File: src/rtl/gpio_ctl.sv
module gpio_ctl #(
  parameter int NPINS = 16,
  parameter int AW    = 6,
  parameter int DW    = 32
) (
  input  logic             clk,
  input  logic             rst_n,
  input  logic             bus_en,
  input  logic             bus_we,
  input  logic [AW-1:0]    bus_addr,
  input  logic [DW-1:0]    bus_wdata,
  output logic [DW-1:0]    bus_rdata,
  input  logic [NPINS-1:0] pad_i,
  output logic [NPINS-1:0] pad_o,
  output logic [NPINS-1:0] pad_oe,
  output logic [NPINS-1:0] pad_pu,
  output logic [NPINS-1:0] pad_pd,
  output logic [NPINS-1:0] pad_alt,
  output logic             irq
);
  localparam int NREG   = 7;
  localparam int R_OUT  = 0;
  localparam int R_OE   = 1;
  localparam int R_ALT  = 2;
  localparam int R_PU   = 3;
  localparam int R_PD   = 4;
  localparam int R_IMSK = 5;
  localparam int R_IPOL = 6;

  logic [NPINS-1:0] creg  [NREG];
  logic [NPINS-1:0] csel  [NREG];
  logic [NPINS-1:0] sync1, in_sync;
  logic             gen_en;
  logic             irq_q;

  wire              aligned = (bus_addr[1:0] == 2'b00) && ((bus_addr >> 6) == '0);
  wire [3:0]        word    = bus_addr[5:2];
  wire [2:0]        slot    = bus_addr[5:3];
  wire              is_val  = bus_addr[2];
  wire              wr      = bus_en & bus_we & aligned;
  wire [NPINS-1:0]  wbits   = bus_wdata[NPINS-1:0];

  for (genvar k = 0; k < NREG; k++) begin : g_reg
    always_ff @(posedge clk or negedge rst_n) begin
      if (!rst_n) begin
        creg[k] <= '0;
        csel[k] <= '0;
      end else if (wr && slot == 3'(k + 1)) begin
        if (is_val) creg[k] <= (creg[k] & ~csel[k]) | (wbits & csel[k]);
        else        csel[k] <= wbits;
      end
    end
  end

  always_ff @(posedge clk or negedge rst_n) begin
    if (!rst_n)                  gen_en <= 1'b0;
    else if (wr && word == 4'd1) gen_en <= bus_wdata[0];
  end

  always_ff @(posedge clk or negedge rst_n) begin
    if (!rst_n) begin
      sync1   <= '0;
      in_sync <= '0;
    end else begin
      sync1   <= pad_i;
      in_sync <= sync1;
    end
  end

  wire [NPINS-1:0] pending = (in_sync ^ creg[R_IPOL]) & creg[R_IMSK];

  always_ff @(posedge clk or negedge rst_n) begin
    if (!rst_n) irq_q <= 1'b0;
    else        irq_q <= gen_en & (|pending);
  end

  always_comb begin
    bus_rdata = '0;
    if (aligned) begin
      if (word == 4'd0)      bus_rdata[NPINS-1:0] = in_sync;
      else if (word == 4'd1) bus_rdata[0] = gen_en;
      else if (is_val)       bus_rdata[NPINS-1:0] = creg[int'(slot) - 1];
      else                   bus_rdata[NPINS-1:0] = csel[int'(slot) - 1];
    end
  end

  wire [NPINS-1:0] out_sel = csel[R_OUT];
  wire [NPINS-1:0] imask   = creg[R_IMSK];

  assign pad_o   = creg[R_OUT];
  assign pad_oe  = creg[R_OE];
  assign pad_alt = creg[R_ALT];
  assign pad_pu  = creg[R_PU];
  assign pad_pd  = creg[R_PD];
  assign irq     = irq_q;
endmodule

File: config.mk
export PLATFORM = sky130hd
export DESIGN_NAME = gpio_ctl
export DESIGN_NICKNAME = d
export VERILOG_FILES = /design/src/rtl/gpio_ctl.sv
export SDC_FILE = /design/constraint.sdc
export NUM_CORES = 1
export LEC_CHECK = 0
export ABC_CLOCK_PERIOD_IN_PS = 2200
export BUFFER_PORTS_ARGS = -buffer_cell sky130_fd_sc_hd__buf_2
export CAP_MARGIN = 0
export CORE_MARGIN = 4
export CORE_UTILIZATION = 45
export CTS_BUF_LIST = sky130_fd_sc_hd__clkbuf_8
export DETAILED_ROUTE_END_ITERATION = 8
export MAX_ROUTING_LAYER = met4
export PLACE_DENSITY = 0.67
export SLEW_MARGIN = 20
export SYNTH_ARGS = -nofsm -noshare
export SYNTH_HDL_FRONTEND = slang
export SYNTH_SLANG_ARGS = --single-unit
File: constraint.sdc
create_clock -name clk -period 2.2 [get_ports clk]
set_clock_uncertainty 0.1 [all_clocks]
set_input_delay 0.22 -clock clk [delete_from_list [all_inputs] [get_ports clk]]
set_output_delay 0.22 -clock clk [all_outputs]
set_load 0.01 [all_outputs]
**After elaboration in Yosys (flattened, before gate mapping)**

Cells that the tools add are included.

- Reductions and logical operators: 25
- Add/subtract/negate cells: 1
- Bitwise operators: 35
- Order comparisons: 1
- Multiplexer cells: 11
- Equality and inequality tests: 8

Operators by type and width:

| cell | number |
|---|---|
| $and 16x16->16 | 15 |
| $mux 16 | 7 |
| $not 16->16 | 7 |
| $or 16x16->16 | 7 |
| $bmux 16 s3 | 2 |
| $ge 32x4->1 const B | 1 |
| $not 32->32 | 1 |
| $reduce_and 2->1 | 14 |
| $reduce_or 16->1 | 1 |
| $xor 16x16->16 | 1 |
| $mux 15 | 1 |
| $eq 3x3->1 const B | 4 |
| $logic_and 1x1->1 | 8 |
| $eq 3x2->1 const B | 2 |
| $eq 4x1->1 const B | 1 |
| $logic_not 4->1 | 1 |
| $sub 3x1->4 const B | 1 |
| $and 1x1->1 | 3 |
| $eq 3x1->1 const B | 1 |
| $logic_not 2->1 | 1 |
| $mux 1 | 1 |
| $not 1->1 | 1 |

- Register bits after elaboration: 258
- Input bits: 58

**Depth between registers and ports, before layout**

Gate-level depths: netlist (run 1).

- Depth after elaboration: 9
- Mapped depth: 12
- Mapped depth without buffers: 7

**Least setup slack after synthesis (run 1)**

No wires, ideal clock.

- Kind: input -> output
- Start point: in bus_addr[3]
- End point: out bus_rdata[12]
- Required time: 1,880 ps
- Arrival time: 1,996 ps
- Stages: 8
- Slack: -116 ps
- Path buffers: 3
- Cell sequence: buf_4 -> inv_1 -> ha_1 -> buf_2 -> clkbuf_1 -> mux2_2 -> a221oi_1 -> o21ai_0

- Word-level cells in the longest chain between the ends: 9
- Elaborated cells between the ends (all ways): 14

RTL lines:

| item | line | RTL |
|---|---|---|
| from (decl) | 10 | `input logic [AW-1:0] bus_addr,` |
| $sub 3x1->4 | 82, 83 |  |
| $not 32->32 (not written as such) | 82, 83 |  |
| $bmux 16 s3 (on tied branches) | 83, 82 |  |
| $mux 16 (on tied branches) (2 in series) | 83, 82 |  |
| $mux 16 | 82 | `else if (is_val) bus_rdata[NPINS-1:0] = creg[int'(slot) - 1];` |
| $mux 15 | 81 | `else if (word == 4'd1) bus_rdata[0] = gen_en;` |
| $mux 16 (*) | 80 | `if (word == 4'd0) bus_rdata[NPINS-1:0] = in_sync;` |
| $mux 16 (*) | 79 | `if (aligned) begin` |
| to (decl) | 12 | `output logic [DW-1:0] bus_rdata,` |

Mark *: on every way between the ends. The rest lies on a longest branch, timed or not. The select of a mux whose other input is x is not followed.

**Final worst setup path (run 1)**

- Start point: in bus_addr[4]
- End point: out bus_rdata[2]

The elaborated chain is that of the path after synthesis.

==> results of run 1 <==
==> repair_timing <==
action / in CTS / in global routing
gates resized for setup: 83 / 50
pin swaps: 22 / 29
gates cloned: 4 / 1
endpoints found under the hold margin: 372 / 0
setup endpoints to repair: 16 / 16
hold buffers: 30 / 0
setup buffers: 13 / 5
==> worst max-delay path: stages <==
cell and delay (ns):
buf_8 0.08, inv_6 0.03, buf_6 0.11, ha_4 0.29
buf_8 0.12, buf_12 0.14, buf_12 0.15, mux2i_1 0.21
o22ai_1 0.09, o221ai_1 0.21, o21ai_1 0.14, buf_2 0.16
==> cell type report <==
cell class	count	area, sq um
Clock buffer	64	881
Clock inverter	19	81.3
Fill cell	2360	12000
Inverter	2	15.0
Multi-Input combinational cell	631	5950
Sequential cell	258	6460
Tap cell	378	473
Timing Repair Buffer	258	2210
==> through the flow <==
stage	utilization [%]	hold WS, ns	instance area [sq um]	power [mW]
4_1_cts	56.0	0.00453	15700	11.1
3_5_place_dp	49.5	0.00972	13900	6.25
3_3_place_gp	49.5	0.0128	13900	6.22
2_1_floorplan	-	-0.176	13000	5.80
5_1_grt	57.2	0.0295	16100	11.5
6_report	57.2	0.0361	16100	11.0
==> power by group <==
group | switching [mW] | total [mW] | leakage, nW | internal, mW
clock network | 1.97 | 4.55 | 0.555 | 2.57
registers | 0.174 | 5.14 | 3.49 | 4.97
logic | 0.687 | 1.35 | 3.85 | 0.663
==> path summary, 6_finish.rpt <==
check                               startpoint                         end  cells after the start
max reg2reg                               flop               irq$_DFF_PN0_                      4
min reg2reg                sync1[13]$_DFF_PN0_       in_sync[13]$_DFF_PN0_                      0
max in group asynchronous                rst_n  asynchronous set/reset pin                      3
min in group clk                  bus_wdata[3]        csel[83]$_DFFE_PN0P_                      2
min                                      rst_n         csel[1]$_DFFE_PN0P_                      2
max                                bus_addr[4]                bus_rdata[2]                     12
==> layer usage <==
layer | GRT usage, % | share of wire [%] | vias to the layer above
met2 | 36.6 | 48 | 289
li1 | - | - | 3944
met5 | - | 0 | -
met3 | 3.56 | 5.8 | 66
met4 | 6.83 | 2.5 | 0
met1 | 30.8 | 43 | 4492
==> cells by family (layout without fill, tap and decap cells) <==
kind of cell,count (synthesis),count (layout),synth area share [%]
adders and majority gates,5,5,0.483
buffers and inverters,163,343,8.56
muxes,320,320,27.6
DFF,258,258,49.9
AOI/OAI and AO/OA,119,119,6.20
and+or+nand+nor,153,153,6.01
other,1,16,0.0290
xor gates and xnor gates,18,18,1.28
==> layout by cell type, fill, tap and decap left out, drive strengths merged, types with 4 or more instances in the layout <==
| master | count |
|---|---|
| dfrtp | 258 |
| mux2 | 242 |
| buf | 227 |
| nand2 | 117 |
| mux2i | 76 |
| clkbuf | 65 |
| o21ai | 31 |
| dlygate4sd3 | 30 |
| o22ai | 29 |
| xor2 | 17 |
| inv | 17 |
| conb | 16 |
| o221ai | 15 |
| a221oi | 15 |
| a31oi | 14 |
| nor2 | 11 |
| nand4 | 9 |
| a22oi | 8 |
| nand3 | 7 |
| ha | 5 |
| clkinv | 4 |
==> results.json, run 1 <==
{
  "outcome": "complete, but fails checks",
  "violations": "negative setup slack",
  "rows": 61,
  "drive_above_1_share_pct": 48.7,
  "clk_latency_ns": 0.56,
  "yosysTopAreaCellShare_pct": 49.9,
  "grt_pass1_wl_mm": 54.5,
  "io_pins": 171,
  "dp_hpwl_mm": 23.4,
  "num_vias": 8791,
  "synth_area_leaders": "dfrtp_1 50%, mux2_2 18%, buf_4 6.3%",
  "crit_required_ns": 1.88,
  "p_leak_nw": 7.90,
  "ir_worst_vdd_mv": 0.425,
  "fmaxAchievable_mhz": 434,
  "diodes": 0,
  "dieArea_sq_mm": 0.0315,
  "drc": 0,
  "syn_area_sq_mm": 0.0129,
  "rrSetupSlack_ns": 0.73,
  "drt-total-wl_mm": 35.3,
  "cap_viol_max_count": 0,
  "ant_nets": 0,
  "min_period_over_period_pct": 105,
  "die-height_um": 178,
  "htree_levels": 2,
  "numPortBuffers": 138,
  "synthTopCellsByCount": "258 x dfrtp_1, 202 x mux2_2, 117 x nand2_1, 108 x buf_4, 76 x mux2i_1",
  "drv_slew": 0,
  "holdCritPathClass": "input pin to asynchronous set/reset pin",
  "ys.flop_type": "dfrtp_1",
  "synth_cell_types": 47,
  "setup_viol": 13,
  "ys_warn_count": 0,
  "end_kind": "output pin",
  "cts_tree": "done",
  "cts_buffers": 45,
  "clk_path_buf_depth": 3,
  "synthCells": 1037,
  "yosysTopAreaCell": "dfrtp_1",
  "rsz0062_at_grt": "yes",
  "grt_antenna_before_repair": 0,
  "ys_ff_latch": 258,
  "power_density_mw_per_mm2": 687,
  "grt_start_max_net_pins": 73,
  "core_sq_mm": 0.0281,
  "crit_type": "input pin to output pin",
  "viasPerCell": 5.46,
  "crit_arrival_ns": 1.98,
  "gp_congestion": 0.871,
  "pre_cts_slack_ns": -0.437,
  "grt_use_total_pct": 23.0,
  "chipWidth_um": 178,
  "clock-root-buffer": "clkbuf_8",
  "clk_pin_slew_ns": 0.07,
  "grt_pass1_vias": 9219,
  "synthArstFlopShare_pct": 100,
  "cp_max_fo": 7,
  "syn_to_final_growth_pct": 24.1,
  "start_util_pct": 46.1,
  "drtIter0Drc": 625,
  "instances_no_fill": 1610,
  "start_kind": "input pin",
  "synth_edf_count": 0,
  "placedCellCount": 1474,
  "period_minus_slack_ns": 2.30,
  "first_pass_iters": 5,
  "synth_most_common_cell": "dfrtp_1",
  "grt.overflow.total": 0,
  "wl_per_cell_um": 21.9,
  "ys_seq_area_share_pct": 49.9,
  "fin_nets": 1259,
  "avgSynthCellArea_sq_um": 12.5,
  "finalSetupTns_ns": -0.656,
  "hold_violations": 0,
  "clock_sinks": 258,
  "worst_slack_ns": -0.102
}
(Power assumes the default switching activity.)
==> run 2, diff against run 1 <==
--- a/config.mk
+++ b/config.mk
@@ -5,7 +5,8 @@
 export SDC_FILE = /design/constraint.sdc
 export NUM_CORES = 1
 export LEC_CHECK = 0
-export ABC_CLOCK_PERIOD_IN_PS = 2200
+export ABC_AREA = 1
+export ABC_CLOCK_PERIOD_IN_PS = 2650
 export BUFFER_PORTS_ARGS = -buffer_cell sky130_fd_sc_hd__buf_2
 export CAP_MARGIN = 0
 export CORE_MARGIN = 4
@@ -13,7 +14,6 @@
 export CTS_BUF_LIST = sky130_fd_sc_hd__clkbuf_8
 export DETAILED_ROUTE_END_ITERATION = 8
 export MAX_ROUTING_LAYER = met4
-export PLACE_DENSITY = 0.67
 export SLEW_MARGIN = 20
 export SYNTH_ARGS = -nofsm -noshare
 export SYNTH_HDL_FRONTEND = slang
==> constraint.sdc (replaced) <==
create_clock -name clk -period 2.65 [get_ports clk]
set_clock_uncertainty 0.1 [all_clocks]
set_input_delay 0.265 -clock clk [delete_from_list [all_inputs] [get_ports clk]]
set_output_delay 0.265 -clock clk [all_outputs]
set_load 0.01 [all_outputs]
==> run 2 against run 1 <==
Effect of this change:
- the run now ends clean
- critical path type unchanged
- area after synthesis rose by 2.6%
- global-route usage is 0.82 points higher
- worst hold slack improved by 0.064 ns
- non-clock buffer count fell by 63
- first-iteration DRC count increased by 43%
==> results.json, run 2 <==
{
  "outcome": "finished, final reports clean",
  "crit_arrival_ns": 2.01,
  "grt_start_max_net_pins": 86,
  "yosysTopAreaCellShare_pct": 48.6,
  "synth_edf_count": 0,
  "reg2reg_depth": 7,
  "final_common_cell": "nand2_1",
  "path_cells": "buf_2, inv_1, ha_4, buf_4, nand3_1, nand2_1, nand3_1, nand2_1, nand2_1, a21oi_1, buf_2",
  "cts_setup_buffers": 0,
  "hold_violations": 0,
  "crit_top_cell": "nand2_1",
  "numPortBuffers": 138,
  "instances_no_fill": 2249,
  "slew_headroom_pct": 39.8,
  "ys_warn_count": 0,
  "ys_seq_area_share_pct": 48.6,
  "diodes": 0,
  "synthArstFlopShare_pct": 100,
  "core_sq_mm": 0.0289,
  "drc": 0,
  "synth_cell_types": 28,
  "cp_max_fo": 28,
  "drtIter0Drc": 895,
  "num_vias": 11420,
  "min_period_over_period_pct": 89.4,
  "cp-startpoint": "bus_addr[4]",
  "clk_path_buf_depth": 3,
  "io_pins": 171,
  "clock_sinks": 258,
  "syn_to_final_growth_pct": 13.2,
  "crit_required_ns": 2.29,
  "period_minus_slack_ns": 2.37,
  "cts_resized": 0,
  "critPathSlowestCell": "ha_4",
  "end_kind": "output pin",
  "cap_viol_max_count": 0,
  "power_density_mw_per_mm2": 620,
  "cts_tree": "done",
  "synthCells": 1767,
  "holdCritPathClass": "input pin to flop",
  "ir_worst_vdd_mv": 0.376,
  "grt_use_total_pct": 23.9,
  "ant_nets": 0,
  "rsz0062_at_grt": "no",
  "crit_type": "input pin to output pin",
  "cts_buffers": 46,
  "start_kind": "input pin",
  "rows": 62,
  "ctsHoldBuffers": 17,
  "wl_per_cell_um": 17.0,
  "ys.flop_type": "dfrtp_1",
  "start_util_pct": 45.9,
  "gp_congestion": 0.888,
  "fin_nets": 1895,
  "yosysTopAreaCell": "dfrtp_1",
  "setup_viol": 0,
  "clk_latency_ns": 0.55,
  "grt_pass1_vias": 11076,
  "placedCellCount": 2151,
  "min_from": "bus_wdata[14]",
  "drive_above_1_share_pct": 14.5,
  "cp-endpoint": "bus_rdata[11]",
  "first_pass_iters": 5,
  "r2r-end": "irq$_DFF_PN0_",
  "synth_most_common_cell": "nand2_1",
  "final_util_pct": 52.0,
  "chipWidth_um": 180,
  "grt.overflow.total": 0,
  "ys_ff_latch": 258,
  "critPathMaxStageDelay_ns": 0.31,
  "die-height_um": 180,
  "synth_area_leaders": "dfrtp_1 49%, nand2_1 22%, o21ai_0 7.1%",
  "grt_pass1_wl_mm": 60.9,
  "dieArea_sq_mm": 0.0323,
  "layout_common_cells": "766 x nand2_1, 258 x dfrtp_1, 188 x o21ai_0, 136 x buf_2, 117 x nand3_1",
  "clock-root-buffer": "clkbuf_8",
  "viasPerCell": 5.08,
  "htree_levels": 2,
  "avgSynthCellArea_sq_um": 7.51,
  "grt_antenna_before_repair": 0,
  "dp_hpwl_mm": 24.9,
  "synthTopCellsByCount": "767 x nand2_1, 258 x dfrtp_1, 188 x o21ai_0, 117 x nand3_1, 102 x buf_4",
  "drt-total-wl_mm": 38.2,
  "drv_slew": 0,
  "finalSetupTns_ns": 0,
  "fmaxAchievable_mhz": 422,
  "clk_pin_slew_ns": 0.05,
  "worstMarginPinSlew_ns": 0.901,
  "p_leak_nw": 7.28,
  "syn_area_sq_mm": 0.0133,
  "rrSetupSlack_ns": 1.10,
  "fin_hold_ws_ns": 0.100
}
## run 2: changes by cell type after synthesis, moves of 63 or more
cell,change
nor2_1,+82
nand2_1,+650
mux2i_1,-76
o21ai_0,+157
nand3_1,+113
mux2_2,-202
inv_1,+63
## run 2: worst max-delay path, delay by kind of cell
kind	cells	cell delay [ns]
buffers and inverters	4	0.78
AND/OR/NAND/NOR	5	0.42
adder cells (fa/ha/maj)	1	0.31
AO/OA/AOI/OAI	1	0.23
## run 2: per-stage QoR
step | cell area [sq um] | total power [mW] | worst slack (ns)
after detailed placement | 13800 | 5.30 | 0.264
after CTS | 15000 | 9.42 | 0.275
after global routing | 15000 | 9.75 | 0.136
after global placement | 13800 | 5.28 | 0.283
final | 15000 | 9.32 | 0.280
after floorplan | 13300 | 4.91 | 0.162
## run 2: worst min-delay path by stage
stage                                  to  cells after the start  slack [ns]
4_1_cts                gen_en$_DFFE_PN0P_                      4        0.08
2_1_floorplan  asynchronous set/reset pin                      0       -0.13
3_5_place_dp   asynchronous set/reset pin                      1        0.23
6_report                             flop                      3        0.10
5_1_grt                              flop                      3        0.11
3_3_place_gp   asynchronous set/reset pin                      1        0.23
## run 2: kinds of logic after synthesis
group                      count (synthesis)  synth area share (%)
AOI/OAI and AO/OA                        253                  9.54
and+or+nand+nor                          986                  30.2
xor gates and xnor gates                   1                0.0660
adders and majority gates                  5                 0.471
buffers and inverters                    263                  11.0
DFF                                      258                  48.6
other                                      1                0.0282
## run 2: area by class of cell
type | instances | area [sq um]
Fill cell | 2899 | 13900
Sequential cell | 258 | 6460
Multi-Input combinational cell | 1261 | 5430
Timing Repair Buffer | 195 | 1370
Clock buffer | 63 | 867
Tap cell | 384 | 480
Inverter | 70 | 269
Clock inverter | 18 | 158
## run 2: metal layers
layer	part of all wire, %	GRT usage, %	vias to the layer above	routed length, um
met4	1.8	5.36	0	694
met5	0	-	-	0
met2	49	40.2	328	18800
met3	5.1	3.58	49	1940
met1	44	30.7	5422	16700
li1	-	-	5621	-
## run 2: power breakdown
| group | switching [mW] | internal, mW | leakage [nW] |
|---|---|---|---|
| clock network | 1.68 | 2.40 | 0.562 |
| registers | 0.134 | 4.12 | 3.49 |
| logic | 0.662 | 0.322 | 3.22 |
| total | 2.47 | 6.84 | 7.28 |
